==> config.mk <==
export PLATFORM = sky130hd
export DESIGN_NAME = vid_region_timer
export DESIGN_NICKNAME = d
export VERILOG_FILES = /design/src/rtl/vrt_pkg.sv /design/src/rtl/vrt_cfg_shadow.sv /design/src/rtl/vrt_counter.sv /design/src/rtl/vrt_region_decode.sv /design/src/rtl/vrt_hs_track.sv /design/src/rtl/vid_region_timer.sv
export SDC_FILE = /design/constraint.sdc
export NUM_CORES = 1
export LEC_CHECK = 0
export ABC_AREA = 1
export BUFFER_PORTS_ARGS = -buffer_cell sky130_fd_sc_hd__buf_2
export CORE_UTILIZATION = 55
export CTS_CLUSTER_SIZE = 25
export DETAILED_ROUTE_END_ITERATION = 8
export PLACE_DENSITY = 0.77
export RECOVER_POWER = 25
export SYNTH_ARGS = -nofsm -noshare
export SYNTH_HDL_FRONTEND = slang
export SYNTH_HIERARCHICAL = 1
export SYNTH_SLANG_ARGS = --single-unit
==> constraint.sdc <==
create_clock -name clk -period 3.3 [get_ports clk]
set_clock_uncertainty 0.1 [all_clocks]
set_input_delay 0.165 -clock clk [delete_from_list [all_inputs] [get_ports clk]]
set_output_delay 0.165 -clock clk [all_outputs]
set_load 0.02 [all_outputs]
==> src/rtl/vrt_pkg.sv <==
package vrt_pkg;
  localparam int SAV_MUL        = 3;
  localparam int SAV_SHIFT      = 4;
  localparam int EAV_SHIFT      = 4;
  localparam int VBI_START_BACK = 5;
  localparam int VBI_END_AUTO   = 4;
endpackage

==> src/rtl/vrt_cfg_shadow.sv <==
module vrt_cfg_shadow #(
  parameter int CW = 12,
  parameter int LW = 11
) (
  input  logic          clk,
  input  logic          rst_n,
  input  logic          load,
  input  logic [CW-1:0] line_len,
  input  logic [LW-1:0] frame_lines,
  input  logic [CW-1:0] sav_cfg,
  input  logic [CW-1:0] eav_cfg,
  input  logic [LW-1:0] vs_cfg,
  input  logic [LW-1:0] ve_cfg,
  output logic [CW-1:0] len_q,
  output logic [LW-1:0] lines_q,
  output logic [CW-1:0] sav_pos,
  output logic [CW-1:0] eav_pos,
  output logic [LW-1:0] vs_line,
  output logic [LW-1:0] ve_line
);
  import vrt_pkg::*;
  localparam int XW = CW + 2;

  logic [CW-1:0] sav_q, eav_q;
  logic [LW-1:0] vs_q, ve_q;
  logic [XW-1:0] len_mul, sav_auto_w;
  logic [CW-1:0] eav_auto;

  always_ff @(posedge clk) begin
    if (!rst_n) begin
      len_q   <= '0;
      lines_q <= '0;
      sav_q   <= '0;
      eav_q   <= '0;
      vs_q    <= '0;
      ve_q    <= '0;
    end else if (load) begin
      len_q   <= line_len;
      lines_q <= frame_lines;
      sav_q   <= sav_cfg;
      eav_q   <= eav_cfg;
      vs_q    <= vs_cfg;
      ve_q    <= ve_cfg;
    end
  end

  assign len_mul    = XW'(len_q) * XW'(SAV_MUL);
  assign sav_auto_w = len_mul >> SAV_SHIFT;
  assign eav_auto   = len_q - (len_q >> EAV_SHIFT);

  assign sav_pos = (sav_q != '0) ? sav_q : sav_auto_w[CW-1:0];
  assign eav_pos = (eav_q != '0) ? eav_q : eav_auto;
  assign vs_line = (vs_q != '0) ? vs_q : (lines_q - LW'(VBI_START_BACK));
  assign ve_line = (ve_q != '0) ? ve_q : LW'(VBI_END_AUTO);
endmodule

==> src/rtl/vrt_counter.sv <==
module vrt_counter #(
  parameter int CW = 12,
  parameter int LW = 11
) (
  input  logic          clk,
  input  logic          rst_n,
  input  logic          step,
  input  logic [CW-1:0] len_q,
  input  logic [LW-1:0] lines_q,
  output logic [CW-1:0] pix,
  output logic [LW-1:0] line,
  output logic          frame_end
);
  logic line_end;

  assign line_end  = step && (pix == len_q - CW'(1));
  assign frame_end = line_end && (line == lines_q);

  always_ff @(posedge clk) begin
    if (!rst_n) begin
      pix  <= '0;
      line <= LW'(1);
    end else if (step) begin
      if (line_end) begin
        pix  <= '0;
        line <= frame_end ? LW'(1) : line + LW'(1);
      end else begin
        pix <= pix + CW'(1);
      end
    end
  end
endmodule

==> src/rtl/vrt_region_decode.sv <==
module vrt_region_decode #(
  parameter int CW = 12,
  parameter int LW = 11
) (
  input  logic          step,
  input  logic [CW-1:0] pix,
  input  logic [LW-1:0] line,
  input  logic [CW-1:0] sav_pos,
  input  logic [CW-1:0] eav_pos,
  input  logic [LW-1:0] vs_line,
  input  logic [LW-1:0] ve_line,
  output logic          sav_strobe,
  output logic          eav_strobe,
  output logic          vbi,
  output logic          active
);
  always_comb begin
    if (vs_line <= ve_line)
      vbi = (line >= vs_line) && (line <= ve_line);
    else
      vbi = (line >= vs_line) || (line <= ve_line);
  end

  assign active     = !vbi && (pix >= sav_pos) && (pix < eav_pos);
  assign sav_strobe = step && (pix == sav_pos);
  assign eav_strobe = step && (pix == eav_pos);
endmodule

==> src/rtl/vrt_hs_track.sv <==
module vrt_hs_track #(
  parameter int CW = 12
) (
  input  logic          clk,
  input  logic          rst_n,
  input  logic          freeze_en,
  input  logic          in_vbi,
  input  logic          edge_valid,
  input  logic [CW-1:0] edge_pos,
  output logic [CW-1:0] trail_pos
);
  logic hold;

  assign hold = freeze_en && in_vbi;

  always_ff @(posedge clk) begin
    if (!rst_n)                  trail_pos <= '0;
    else if (edge_valid && !hold) trail_pos <= edge_pos;
  end
endmodule

==> src/rtl/vid_region_timer.sv <==
module vid_region_timer #(
  parameter int CW = 12,
  parameter int LW = 11
) (
  input  logic          clk,
  input  logic          rst_n,
  input  logic          pix_en,
  input  logic [CW-1:0] line_len,
  input  logic [LW-1:0] frame_lines,
  input  logic [CW-1:0] sav_cfg,
  input  logic [CW-1:0] eav_cfg,
  input  logic [LW-1:0] vbi_start_cfg,
  input  logic [LW-1:0] vbi_end_cfg,
  input  logic          freeze_en,
  input  logic          hs_edge_valid,
  input  logic [CW-1:0] hs_edge_pos,
  output logic [CW-1:0] pix_idx,
  output logic [LW-1:0] line_idx,
  output logic          sav_strobe,
  output logic          eav_strobe,
  output logic          vbi,
  output logic          active,
  output logic [CW-1:0] hs_trail_pos
);
  logic          run, step, frame_end, load;
  logic [CW-1:0] len_q, sav_pos, eav_pos;
  logic [LW-1:0] lines_q, vs_line, ve_line;

  always_ff @(posedge clk) begin
    if (!rst_n) run <= 1'b0;
    else        run <= 1'b1;
  end

  assign step = run && pix_en;
  assign load = !run || frame_end;

  vrt_cfg_shadow #(.CW(CW), .LW(LW)) u_shadow (
    .clk(clk), .rst_n(rst_n), .load(load),
    .line_len(line_len), .frame_lines(frame_lines),
    .sav_cfg(sav_cfg), .eav_cfg(eav_cfg),
    .vs_cfg(vbi_start_cfg), .ve_cfg(vbi_end_cfg),
    .len_q(len_q), .lines_q(lines_q),
    .sav_pos(sav_pos), .eav_pos(eav_pos),
    .vs_line(vs_line), .ve_line(ve_line)
  );

  vrt_counter #(.CW(CW), .LW(LW)) u_count (
    .clk(clk), .rst_n(rst_n), .step(step),
    .len_q(len_q), .lines_q(lines_q),
    .pix(pix_idx), .line(line_idx), .frame_end(frame_end)
  );

  vrt_region_decode #(.CW(CW), .LW(LW)) u_decode (
    .step(step), .pix(pix_idx), .line(line_idx),
    .sav_pos(sav_pos), .eav_pos(eav_pos),
    .vs_line(vs_line), .ve_line(ve_line),
    .sav_strobe(sav_strobe), .eav_strobe(eav_strobe),
    .vbi(vbi), .active(active)
  );

  vrt_hs_track #(.CW(CW)) u_hs (
    .clk(clk), .rst_n(rst_n), .freeze_en(freeze_en), .in_vbi(vbi),
    .edge_valid(hs_edge_valid), .edge_pos(hs_edge_pos),
    .trail_pos(hs_trail_pos)
  );
endmodule

==> metrics.md <==
| Metric | Value |
|---|---|
| Status | `complete, but fails checks` |
| Failing checks | `negative hold slack, max-capacitance violations, max-slew violations` |
| Setup violators final | `0` |
| Via count | `9122` |
| Non-filler instance count after layout | `1693` |
| Power Dens Cells | `351 nW/µm²` |
| Antenna cells | `0` |
| DPL Wire Length | `18300 µm` |
| CP bufs+invs | `2` |
| Yosys warning total | `6` |
| Vias in the first global route | `8154` |
| Cell Area, Synth | `8490 µm²` |
| Critical Path Source Type | `register` |
| Count of state elements after synthesis | `105` |
| Slew HR | `-8.80%` |
| Post-synth top area cell | `dfxtp_1` |
| P_leak | `5.26 nW` |
| Worst-margin pin slew | `1.63 ns` |
| Most common library cells after synthesis | `nand2_1, inv_1, nor2_1` |
| Setup Crit Path Kind | `register to output pin` |
| Crit path depth | `18` |
| CTS tree | `done` |
| Internal power | `0.00235 W` |
| Final net count | `1671` |
| Register area | `2140 µm²` |
| # fillers | `1329` |
| First-pass GRT wire length | `39900 µm` |
| Max-slew violations | `34` |
| WL final | `25300 µm` |
| I/O Buffers | `124` |
| IO Pins | `125` |
| Max FO, Critical Path | `5` |
| Critical path's top delay family | `simple AND/OR/NAND/NOR gates` |
| Worst r2r src | `u_shadow/lines_q[4]` |
| Crit-path cells | `nor2_1, nand3_1, o21ai_1, nand2_1, o21ai_1, inv_1, ha_1, nand2_1, nor2_2, and2_4, nand2_2, nand3_2, nor2_2, nand2_2, nand2_2, nand2_4, nor2_4, buf_6` |
| Minimum setup slack after placement | `0.109 ns` |
| Most used DFF post-synth | `dfxtp_1` |
| Skew-Pair Late Insertion Delay | `0.36 ns` |
| GRT overflow | `0` |
| Initial antenna violation count | `0` |
| Post-synth ARST share | `0%` |
| Switching Fraction | `36.2%` |
| Worst Hold Class | `primary input to register` |
| Switching power | `0.00133 W` |
| Final worst slack | `0.00193 ns` |
| Setup TNS | `0 ns` |
| Max Cap Viol | `1` |
| H-tree Lvls | `3` |
| Synth area leaders | `dfxtp_1, nand2_1, ha_1` |
| Cell mode on critical path | `nand2_2` |
| Worst R2R Path Depth | `20` |
| Syn nets | `1499` |
| Seq pwr share | `38.4%` |
| Placed cells | `1625` |
| DR WL/cell | `15.0 µm` |
| Multi-input logic area | `5630 µm²` |
| Reg2reg setup slack | `0.17 ns` |
| CP Launch Point | `u_shadow/lines_q[4]` |
| Die height | `126 µm` |
| Crit path to | `active` |
| Worst Hold Slack | `-0.00159 ns` |
| Count leader, synth | `nand2_1` |
| EDFF count, synth | `0` |
| Layout cell share with drive strength beyond 1 | `20.7%` |
| Gate power share | `33.0%` |
| Critical Path End Type | `output pin` |
| DRT antenna net count | `0` |
| Slowest stage delay, CP | `0.38 ns` |
| Max clock buf depth | `2` |
| Largest net degree at the start of global routing | `59` |
| DIE AREA | `15900 µm²` |
| Total power | `0.00367 W` |
| Peak supply drop | `0.392 mV` |
| Synth cell types | `44` |
| Core Footprint | `15100 µm²` |
| Post-Syn Area per Cell | `6.39 µm²` |
| Initial core utilization | `56.0%` |
| WP data required | `3.03 ns` |
| Initial drt markers | `688` |
| Gr usage total | `31.6%` |
| TritonCTS buffer count | `9` |
| Reg clk slew, reported paths | `0.08 ns` |
| Area grow syn2layout | `23.3%` |
| Core Util, Final | `69.1%` |
| Root Buffer | `clkbuf_16` |
| Synth Instances | `1328` |
| Residual DRC count | `0` |
| Synth top area share | `24.8%` |
| DRT Pass-1 Iters | `5` |
| Clk sinks | `105` |
| Critical Path AT | `3.03 ns` |
| RSZ-0062 raised after global routing | `yes` |
| Die W | `126 µm` |
| Worst reg2reg path endpoint | `u_hs/trail_pos[5]` |
| Fin. Hold Viols | `1` |
| Clock network fraction of design power | `28.6%` |
| Tmin final | `3.30 ns` |
| Fmax | `303 MHz` |
| Register area share after synthesis | `24.8%` |
| Worst path slowest cell | `dfxtp_1` |
| Routability cong. | `0.937` |
| FP Rows | `45` |
| Period utilization | `99.9%` |
| DR vias/cell | `5.39` |
[power by group through the flow]
stage               clock network (W)  registers, W  logic (W)
CTS                           0.00106       0.00140    0.00112
finish                        0.00105       0.00141    0.00121
detailed placement                  0       0.00143    0.00102
global placement                    0       0.00143    0.00100
floorplan                           0       0.00145   0.000736
global route                  0.00112       0.00142    0.00134
[through the flow]
stage	hold slack (ns)	instance area, µm²
2_1_floorplan	0.0927	8490
3_3_place_gp	0.284	9320
3_5_place_dp	0.292	9320
4_1_cts	0.0000375	10300
5_1_grt	0.0162	10500
6_report	-0.00159	10500
[what timing repair did]
item | in CTS | in global routing
hold buffers | 35 | 0
pin swaps | 17 | 27
endpoints found under the hold margin | 35 | 0
gates resized for setup | 61 | 57
buffers inserted | 8 | 9
setup endpoints to repair | 2 | 17
[area by class of cell]
type                            count  share of cell area (%)
Sequential cell                   105                    20.4
Clock buffer                       10                    2.19
Timing Repair Buffer              204                    12.3
Tap cell                          188                    2.25
Multi-Input combinational cell    948                    53.8
Inverter                          232                    8.49
Clock inverter                      6                   0.490
[cell usage in the layout (no fill, tap or decap), types with 15 or more instances in the layout]
cell type      netlist  final
dlygate4sd3_1        1     35
a21oi_1             90     83
xor2_1              21     21
nand3_1             83     78
clkbuf_1            24     36
o21ai_1             17     17
nor3_1              16     15
ha_1                84     68
dfxtp_1            105     91
nand4_1             26     26
o21ai_0             84     81
nor2_2              12     18
buf_4                0     39
nand2_2             17     28
nand2_1            287    273
inv_1              213    205
inv_2               18     21
nor2_1             142    132
buf_2               10     90
[sequential cells by signal (all words and copies together) (netlist names)]
register and cells:
u_count/pix 12, u_hs/trail_pos 12, u_shadow/eav_q 12, u_shadow/len_q 12, u_shadow/sav_q 12, u_count/line 11, u_shadow/lines_q 11, u_shadow/ve_q 11
u_shadow/vs_q 11, run 1
[worst min-delay path by stage]
stage	startpoint	cells past startpoint	end
3_3_place_gp	frame_lines[10]	3	u_shadow/lines_q[10]
3_5_place_dp	vbi_end_cfg[10]	3	u_shadow/ve_q[10]
2_1_floorplan	rst_n	0	run
5_1_grt	eav_cfg[4]	3	u_shadow/eav_q[4]
6_report	eav_cfg[4]	3	u_shadow/eav_q[4]
4_1_cts	vbi_start_cfg[10]	3	u_shadow/vs_q[10]
[worst register-to-register path, cell delays in order, from the launching register on]
cell     delay (ns)
dfxtp_1        0.38
nor2_1         0.25
nand3_1        0.24
o21ai_1        0.18
nand2_1        0.07
o21ai_1        0.22
inv_1          0.08
ha_1           0.31
nand2_1        0.10
nor2_2         0.06
and2_4         0.13
nand2_2        0.05
nand3_2        0.08
nor2_2         0.10
nand2_2        0.06
nand2_2        0.07
nand2_4        0.08
nand2_4        0.22
nand3_1        0.11
nand2_1        0.07
nor2_1         0.07
[metal layers]
metal  global-route usage, %  wire length [µm]  up-vias
met3                    4.21              1500       56
met2                    52.4             11700      348
met4                    10.6               614        0
li1                        -                 -     4585
met5                       0                 0        -
met1                    42.1             11600     4133
[cells by family after synthesis]
group           Yosys count  share of synthesized area (%)
compound gates          211                           13.2
xor+xnor                 29                           2.99
fa+ha+maj                85                           12.6
buf+inv                 275                           13.1
flops                   105                           24.8
simple gates            623                           33.3
No activity file was read; power rests on OpenSTA's default activity.
